<file path="src/rtl/fcg_pkg.sv">
package fcg_pkg;

  typedef enum logic [2:0] {
    OP_READ   = 3'd0,
    OP_PROG   = 3'd1,
    OP_ERASE  = 3'd2,
    OP_VERIFY = 3'd3,
    OP_CHIP   = 3'd4
  } op_e;

  typedef enum logic [1:0] {
    WHY_OK      = 2'd0,
    WHY_SECURED = 2'd1,
    WHY_PROT    = 2'd2,
    WHY_INVALID = 2'd3
  } why_e;

  typedef struct packed {
    logic grant;
    why_e why;
  } verdict_t;

  // Priority: security first, whole-array erase next, then request validity,
  // then sector protection against erasure.
  function automatic verdict_t judge(input logic       secured,
                                     input logic [2:0] op,
                                     input logic       in_range,
                                     input logic       prot_hit);
    verdict_t v;
    v.grant = 1'b0;
    v.why   = WHY_OK;
    if (secured && (op != OP_CHIP)) begin
      v.why = WHY_SECURED;
    end else if (op == OP_CHIP) begin
      v.grant = 1'b1;
    end else if ((op > OP_VERIFY) || !in_range) begin
      v.why = WHY_INVALID;
    end else if ((op == OP_ERASE) && prot_hit) begin
      v.why = WHY_PROT;
    end else begin
      v.grant = 1'b1;
    end
    return v;
  endfunction

endpackage

</file>
<file path="src/rtl/fcg_state.sv">
module fcg_state #(
  parameter int NUM_SECT = 12
) (
  input  logic                clk,
  input  logic                rst_n,
  input  logic                cfg_secure_i,
  input  logic [NUM_SECT-1:0] cfg_protect_i,
  input  logic                chip_grant_i,
  input  logic                erase_done_i,
  output logic                secure_o,
  output logic [NUM_SECT-1:0] protect_o,
  output logic                done_evt_o
);

  logic pending_q;

  assign done_evt_o = erase_done_i && pending_q;

  always_ff @(posedge clk) begin
    if (!rst_n) begin
      secure_o  <= cfg_secure_i;
      protect_o <= cfg_protect_i;
      pending_q <= 1'b0;
    end else begin
      if (done_evt_o) begin
        secure_o  <= 1'b0;
        protect_o <= '0;
      end
      pending_q <= chip_grant_i || (pending_q && !erase_done_i);
    end
  end

endmodule

</file>
<file path="src/rtl/fcg_judge.sv">
module fcg_judge
  import fcg_pkg::*;
#(
  parameter int NUM_SECT = 12,
  parameter int SECT_W   = 4
) (
  input  logic                secure_i,
  input  logic [NUM_SECT-1:0] protect_i,
  input  logic                req_valid_i,
  input  logic [2:0]          req_op_i,
  input  logic [SECT_W-1:0]   req_sector_i,
  output verdict_t            verdict_o,
  output logic                in_range_o,
  output logic                prot_hit_o,
  output logic                chip_grant_o
);

  localparam int PAD_W = 32 - SECT_W;

  assign in_range_o = ({{PAD_W{1'b0}}, req_sector_i} < 32'(NUM_SECT));

  always_comb begin
    prot_hit_o = 1'b0;
    for (int i = 0; i < NUM_SECT; i++) begin
      if (req_sector_i == SECT_W'(i)) prot_hit_o = protect_i[i];
    end
  end

  assign verdict_o    = judge(secure_i, req_op_i, in_range_o, prot_hit_o);
  assign chip_grant_o = req_valid_i && verdict_o.grant && (req_op_i == OP_CHIP);

endmodule

</file>
<file path="src/rtl/fcg_resp.sv">
module fcg_resp
  import fcg_pkg::*;
(
  input  logic     clk,
  input  logic     rst_n,
  input  logic     req_valid_i,
  input  verdict_t verdict_i,
  output logic     rsp_valid_o,
  output logic     rsp_grant_o,
  output logic [1:0] rsp_why_o
);

  always_ff @(posedge clk) begin
    if (!rst_n) begin
      rsp_valid_o <= 1'b0;
      rsp_grant_o <= 1'b0;
      rsp_why_o   <= 2'd0;
    end else begin
      rsp_valid_o <= req_valid_i;
      if (req_valid_i) begin
        rsp_grant_o <= verdict_i.grant;
        rsp_why_o   <= verdict_i.why;
      end
    end
  end

endmodule

</file>
<file path="src/rtl/fcmd_gate.sv">
module fcmd_gate
  import fcg_pkg::*;
#(
  parameter int NUM_SECT = 12,
  parameter int SECT_W   = $clog2(NUM_SECT + 1)
) (
  input  logic                clk,
  input  logic                rst_n,
  input  logic                cfg_secure_i,
  input  logic [NUM_SECT-1:0] cfg_protect_i,
  input  logic                req_valid_i,
  input  logic [2:0]          req_op_i,
  input  logic [SECT_W-1:0]   req_sector_i,
  input  logic                erase_done_i,
  output logic                rsp_valid_o,
  output logic                rsp_grant_o,
  output logic [1:0]          rsp_why_o,
  output logic                secure_o,
  output logic [NUM_SECT-1:0] protect_o
);

  verdict_t verdict;
  logic     in_range;
  logic     prot_hit;
  logic     chip_grant;
  logic     done_evt;

  fcg_state #(.NUM_SECT(NUM_SECT)) u_state (
    .clk          (clk),
    .rst_n        (rst_n),
    .cfg_secure_i (cfg_secure_i),
    .cfg_protect_i(cfg_protect_i),
    .chip_grant_i (chip_grant),
    .erase_done_i (erase_done_i),
    .secure_o     (secure_o),
    .protect_o    (protect_o),
    .done_evt_o   (done_evt)
  );

  fcg_judge #(.NUM_SECT(NUM_SECT), .SECT_W(SECT_W)) u_judge (
    .secure_i    (secure_o),
    .protect_i   (protect_o),
    .req_valid_i (req_valid_i),
    .req_op_i    (req_op_i),
    .req_sector_i(req_sector_i),
    .verdict_o   (verdict),
    .in_range_o  (in_range),
    .prot_hit_o  (prot_hit),
    .chip_grant_o(chip_grant)
  );

  fcg_resp u_resp (
    .clk        (clk),
    .rst_n      (rst_n),
    .req_valid_i(req_valid_i),
    .verdict_i  (verdict),
    .rsp_valid_o(rsp_valid_o),
    .rsp_grant_o(rsp_grant_o),
    .rsp_why_o  (rsp_why_o)
  );

endmodule

</file>
<file path="config.mk">
export PLATFORM = sky130hd
export DESIGN_NAME = fcmd_gate
export DESIGN_NICKNAME = d
export VERILOG_FILES = /design/src/rtl/fcg_pkg.sv /design/src/rtl/fcg_state.sv /design/src/rtl/fcg_judge.sv /design/src/rtl/fcg_resp.sv /design/src/rtl/fcmd_gate.sv
export SDC_FILE = /design/constraint.sdc
export NUM_CORES = 1
export LEC_CHECK = 0
export BUFFER_PORTS_ARGS = -buffer_cell sky130_fd_sc_hd__buf_2
export CAP_MARGIN = 0
export CELL_PAD_IN_SITES_DETAIL_PLACEMENT = 0
export CELL_PAD_IN_SITES_GLOBAL_PLACEMENT = 1
export CORE_UTILIZATION = 36
export CTS_CLUSTER_DIAMETER = 80
export CTS_CLUSTER_SIZE = 12
export DETAILED_ROUTE_END_ITERATION = 8
export PLACE_DENSITY = 0.86
export SLEW_MARGIN = 0
export SYNTH_ARGS = -nofsm -noshare
export SYNTH_HDL_FRONTEND = slang
export SYNTH_SLANG_ARGS = --single-unit
</file>
<file path="constraint.sdc">
create_clock -name clk -period 2.4 [get_ports clk]
set_input_delay 0.24 -clock clk [delete_from_list [all_inputs] [get_ports clk]]
set_output_delay 0.24 -clock clk [all_outputs]
set_load 0.01 [all_outputs]
</file>
==> summary.txt, run 1 <==
Layout
  – Layout cells sized above 1: slightly below 40%
  – Final Util: 49.6%
  – Area Growth Syn to Fin: 27.5%
  – Count of nets after finishing: 140
  – Design area: approximately 1100 sq um
  – Fin cells: 143
  – Multi-input logic area: 340 sq um
  – # diodes: 0
  – Most common cell after layout, fill and taps aside: buf_2
  – Register Area: 490 sq um
  – Commonest non-fill, non-tap cells in the layout: 40 x buf_2, 16 x nor2b_1, 13 x edfxtp_1
  – Fill count: 225

Clocking
  – Reg clk slew, reported paths: 100 ps
  – Clock Sinks: 18
  – Clock latency on the worst-skew pair: ~280 ps
  – Hold Buf Count CTS: 0
  – Cts repair resizes: 0
  – Clock Tree Buf Depth: 2
  – Clk root buf: clkbuf_4
  – Number of buffers created by CTS: 3
  – CTS tree: yes
  – H-Tree Level Count: 1
  – Number of post-CTS setup repair buffers: 0

Routing
  – Residual DRC: 0
  – DRT antenna net count: 0
  – Drt first pass iters: 4
  – Via count: 686
  – Initial DRC count: 14
  – Vias/cell: roughly 4.8
  – Wirelength per Cell: 11.7 um
  – Final Routed Wirelength: approximately 1700 um

Timing
  – RSZ-0062 raised after global routing: no
  – Final worst setup slack: 1020 ps
  – Slew @ Worst Pin: about 540 ps
  – Final period util: between 50% and 60%
  – Tmin final: 1380 ps
  – Hold Slack: 242 ps
  – Final setup skew: approximately 0.45 ps
  – Finish-stage setup viols: 0
  – Final Hold Vio Count: 0
  – Fmax achieved: 0.723 GHz
  – Final setup TNS: 0 ps
  – Worst slew margin: a little under two thirds
  – Final Max Slew Viols: 0

Floorplan
  – Die height: between 50 and 60 um
  – # IOs: 41
  – Starting Density: 38.9%
  – FP Rows: 17
  – Die ar.: 2610 sq um
  – Core Area: 2230 sq um
  – Chip width: 51.1 um

Pwr
  – PD cells: 558 nW/um^2
  – Pwr Total: 0.618 mW
  – Peak supply drop: 0.335 mV
  – Lkg Pwr: roughly 0.51 nW

Placement
  – Pre-CTS WS: 900 ps
  – Post-DP HPWL: about 1300 um
  – DP Area: ~1100 sq um
  – Cells after DPL: 139
  – Buffers on Ports: 40
  – Gpl congestion: 0.728

Global routing
  – Global Route Usage Sum: 15.2%
  – First-pass GRT wire length: approximately 3000 um
  – Grt total ovfl: 0
  – Pin count of the biggest net entering global routing: 20
  – Initial antenna violation count: 0
  – Vias in the first global route: 700

Yosys
  – Seq cells post-synth: 18
  – Area leader, netlist: edfxtp_1
  – Mapped Cells: 74
  – Sequential element share of the synthesized area: a little under three fifths
  – Mapped Area: 868 sq um
  – Syn_nets: 98
  – Syn. warnings: 0
  – Synth top area share: 45.0%
  – Synth top area cells: edfxtp_1 45%, dfxtp_1 12%, nor2b_1 12%, mux2i_1 5.8%, nand3b_1 2.6%
  – Syn_area_per_cell: 11.7 sq um
  – Netlist cell types: 23

Critical path
  – Max FO, Critical Path: 2
  – Critical setup path kind: reg2reg
  – CP cell instances: mux2_4 -> o31ai_1 -> o22ai_1 -> a211o_1
  – WP buf/inv: 0
  – CP required: between 2000 and 3000 ps
  – R2R Path Start: u_state.protect_o[0]$_SDFFCE_PP0P_
  – Worst R2R Setup Slack: ~1000 ps
  – Crit path DAT: 1570 ps
  – Slowest stage cell, crit path: edfxtp_1
  – Kind of end point of the critical path: flop
  – Critical Path Stages: 4
  – Delay-heaviest family, CP: compound AO/OA/AOI/OAI gates
  – Worst setup path startpoint: u_state.protect_o[0]$_SDFFCE_PP0P_
  – Startpoint Class: flop
  – Largest stage delay on the critical path: about 400 ps
  – Reg2reg path depth: 4

Min path
  – Hold path start: cfg_protect_i[8]
  – Worst hold stages: 2
  – HP Class: in2reg

Flow run
  – Total of max-cap violations: 0

Outcome
  – Run status: finished clean
## final cells by class
type                    count  area share [%]
inverters                   4            1.36
clock buffers               4            2.37
well taps                  28            3.16
flip-flops and latches     18            44.3
multi-input cells          49            30.7
repair buffers             40            18.1
## registers in the layout (all words and copies together) (netlist names)
register	count
u_state.protect_o	12
u_state.pending_q	1
u_resp.rsp_valid_o	1
u_resp.rsp_grant_o	1
u_resp.rsp_why_o	2
u_state.secure_o	1
## report_power, final
part	switching (mW)	internal, mW	total, mW
registers	0.00938	0.355	0.364
logic	0.0517	0.0482	0.0999
clock network	0.0900	0.0645	0.154
## synth_stat cells
cell type and count:
dfxtp_1 5, o211ai_1 1, inv_1 4, nand4b_1 1, a21oi_1 4, a211o_1 1
nor4_1 2, buf_6 1, or3_1 1, nor2_1 3, clkbuf_1 1, a31oi_1 1
mux2i_1 5, o22ai_1 1, mux2_4 1, nand3b_4 1, edfxtp_1 13, o31ai_1 3
nand2_1 4, nor3b_1 1, nand3b_1 3, nor2b_1 16, buf_4 1
## layer usage
layer  track usage, %  vias to the layer above  part of all wire, %
li1                 -                      348                    -
met1             19.8                      309                   44
met2             23.7                       27                   46
met3             3.57                        2                  9.4
met4             7.41                        0                 0.72
met5                0                        -                    0
## worst reg2reg max path, delay by kind of cell (launching register included)
family | cells | cell delay [ps]
flip-flops | 1 | 410
multiplexers | 1 | 280
AO/OA/AOI/OAI | 3 | 600
## cell families (layout without fill, tap and decap cells)
logic type             count (synthesis)  after routing  share of synthesized area (%)
AO/OA/AOI/OAI                         11             11                           8.21
flip-flops                            18             18                           56.5
buffers and inverters                  7             48                           4.32
AND/OR/NAND/NOR                       32             32                           23.5
multiplexers                           6              6                           7.49
## final timing paths
check,endpoint
worst min-delay path,u_state.protect_o[8]$_SDFFCE_PP0P_
worst max-delay path,u_resp.rsp_why_o[1]$_SDFFE_PN0P_
worst min register to register,u_resp.rsp_grant_o$_SDFFE_PN0P_
worst max register to register,u_resp.rsp_why_o[1]$_SDFFE_PN0P_
(Power assumes the default switching activity.)
==> run 2: changes to the inputs <==
Settings changed: CORE_UTILIZATION 36 to 30, PLACE_DENSITY 0.86 to 0.77.
Clock period 2.4 ns to 1.2 ns, I/O delays scaled along.
==> summary.txt, run 2 (same netlist as run 1, synthesis figures left out) <==
Floorplan
  – Core Area: 2760 sq um (+23%)
  – # IOs: 41 (unchanged)
  – Starting Density: 31.5% (-7.4 points)
  – Die height: 55.8 um (+9.2%)
  – Die ar.: 3110 sq um (+19%)
  – Chip width: 55.8 um (+9.2%)
  – FP Rows: 19 (+2)

Layout
  – Max reg flops: 12 (unchanged)
  – # diodes: 0 (unchanged)
  – Register Area: 490 sq um (unchanged)
  – Area Growth Syn to Fin: 43.8%
  – Count of nets after finishing: 155 (+11%)
  – Top reg by flops: u_state.protect_o
  – Layout cells sized above 1: 48.5% (+9.3 points)
  – Multi-input logic area: 365 sq um (+7.4%)
  – Largest regs: u_state.protect_o (12), u_resp.rsp_why_o (2)
  – Most common cell after layout, fill and taps aside: buf_2
  – Commonest non-fill, non-tap cells in the layout: 40 x buf_2, 16 x nor2b_1, 15 x buf_4
  – Design area: 1250 sq um (+13%)
  – Fill count: 269 (+20%)

Timing
  – Final Hold Vio Count: 0 (unchanged)
  – RSZ-0062 raised after global routing: yes
  – Final Max Slew Viols: 0 (unchanged)
  – Final period util: 115% (+57 points)
  – Slew @ Worst Pin: 424 ps (-120 ps)
  – Hold Slack: 115 ps (-127 ps)
  – Final setup TNS: -365 ps (-365 ps)
  – Tmin final: 1370 ps (-8.77 ps)
  – Final setup skew: 5.17 ps (+4.72 ps)
  – Fmax achieved: 0.727 GHz (+0.64%)
  – Finish-stage setup viols: 5 (+5)
  – Final worst setup slack: -175 ps (-1190 ps)
  – Worst slew margin: 71.7% (+8.0 points)

Critical path
  – Worst R2R Setup Slack: -170 ps (-1190 ps)
  – Startpoint Class: flop
  – Max FO, Critical Path: 2 (unchanged)
  – Crit path DAT: 1560 ps (about the same)
  – Kind of end point of the critical path: flop
  – Reg2reg path depth: 4 (unchanged)
  – Critical setup path kind: reg2reg
  – Reg-to-reg endpoint: u_resp.rsp_why_o[1]$_SDFFE_PN0P_
  – R2R Path Start: u_state.protect_o[11]$_SDFFCE_PP0P_
  – CP required: 1380 ps (-1200 ps)

Routing
  – Initial DRC count: 12 (-2)
  – Residual DRC: 0 (unchanged)
  – Drt first pass iters: 4 (unchanged)
  – Via count: 759 (+11%)
  – Wirelength per Cell: 13.0 um (+11%)
  – Vias/cell: 4.71 (-1.7%)
  – Final Routed Wirelength: 2090 um (+25%)
  – DRT antenna net count: 0 (unchanged)

Global routing
  – Initial antenna violation count: 0 (unchanged)
  – Pin count of the biggest net entering global routing: 20 (unchanged)
  – Grt total ovfl: 0 (unchanged)
  – Vias in the first global route: 745 (+6.4%)
  – Global Route Usage Sum: 12.9% (-2.3 points)
  – First-pass GRT wire length: 3160 um (+5.8%)

Clocking
  – Clock Sinks: 18 (unchanged)
  – Clock Tree Buf Depth: 2 (unchanged)
  – Number of buffers created by CTS: 3 (unchanged)
  – Clock latency on the worst-skew pair: 290 ps (about the same)
  – Reg clk slew, reported paths: 100 ps (about the same)
  – CTS tree: yes
  – H-Tree Level Count: 1 (unchanged)
  – Clk root buf: clkbuf_4

Pwr
  – Reg power frac: 56.5% (-2.4 points)
  – Peak supply drop: 0.774 mV (+130%)
  – PD cells: 1030 nW/um^2 (+85%)
  – Clock share of power: 23.6% (-1.4 points)
  – Net switching fraction of the power: 24.8% (+0.32 points)
  – Power share of the combinational group: 19.9% (+3.8 points)
  – Lkg Pwr: 0.589 nW (+15%)
  – P_sw: 0.320 mW (+110%)
  – Internal power: 0.972 mW (+110%)

Outcome
  – Run status: finished with violations
  – Failing checks: negative setup slack

Placement
  – Buffers on Ports: 40 (unchanged)
  – DP Area: 1170 sq um (+8.7%)
  – Post-DP HPWL: 1600 um (+20%)
  – Gpl congestion: 0.753 (+3.5%)

Min path
  – Worst Hold Path EP: u_state.protect_o[2]$_SDFFCE_PP0P_
  – Worst hold stages: 2 (unchanged)
  – HP Class: in2reg
  – Hold path start: cfg_protect_i[2]

Flow run
  – Total of max-cap violations: 0 (unchanged)
-- run 2: worst max path at each step --
stage | to | start | slack, ps
finish | u_resp.rsp_why_o[1]$_SDFFE_PN0P_ | u_state.protect_o[11]$_SDFFCE_PP0P_ | -170
global route | u_resp.rsp_why_o[1]$_SDFFE_PN0P_ | u_state.protect_o[9]$_SDFFCE_PP0P_ | -240
CTS | u_resp.rsp_why_o[1]$_SDFFE_PN0P_ | u_state.protect_o[1]$_SDFFCE_PP0P_ | -180
detailed placement | u_resp.rsp_grant_o$_SDFFE_PN0P_ | req_sector_i[0] | -220
global placement | u_resp.rsp_why_o[1]$_SDFFE_PN0P_ | req_sector_i[0] | -150
floorplan | u_resp.rsp_why_o[1]$_SDFFE_PN0P_ | u_state.protect_o[0]$_SDFFCE_PP0P_ | -150
-- run 2: critical path: stages (launching register included) --
cell and delay (ps):
edfxtp_1 410, or3_1 360, nand4b_1 130, o22ai_2 110
a211o_1 260
-- run 2: stage by stage --
stage | setup slack, ps | util, % | power (mW) | cells
after floorplan | -149 | - | 0.853 | 74
after global placement | -146 | 42.6 | 0.973 | 154
after detailed placement | -222 | 42.6 | 0.980 | 154
after CTS | -175 | 43.7 | 1.29 | 158
after global routing | -244 | 45.3 | 1.34 | 161
final | -175 | 45.3 | 1.29 | 161
-- run 2: power groups by stage --
stage	Clock, mW	Sequential (mW)	Combinational [mW]
after floorplan	0	0.759	0.0932
after global placement	0	0.742	0.231
after detailed placement	0	0.744	0.237
after CTS	0.319	0.730	0.240
after global routing	0.331	0.734	0.280
final	0.305	0.730	0.257
-- run 2: timing repair --
| item | CTS | global route |
|---|---|---|
| endpoints found under the setup margin | 2 | 2 |
| pin swaps | 2 | 3 |
| hold buffers | 0 | 0 |
| resized for setup | 1 | 3 |
| setup buffers | 0 | 3 |
-- run 2: final cells by class --
class	instances	share of cell area, %
flip-flops and latches	18	39.3
multi-input cells	49	29.3
repair buffers	55	25.1
well taps	31	3.11
clock buffers	4	2.10
inverters	4	1.20
-- run 2: per-layer routing --
layer	wire, um	part of all wire, %	GRT usage, %
met1	839	40	14.5
met2	1130	54	23.4
met3	95	4.5	2.33
met4	27	1.3	6.43
met5	0	0	0
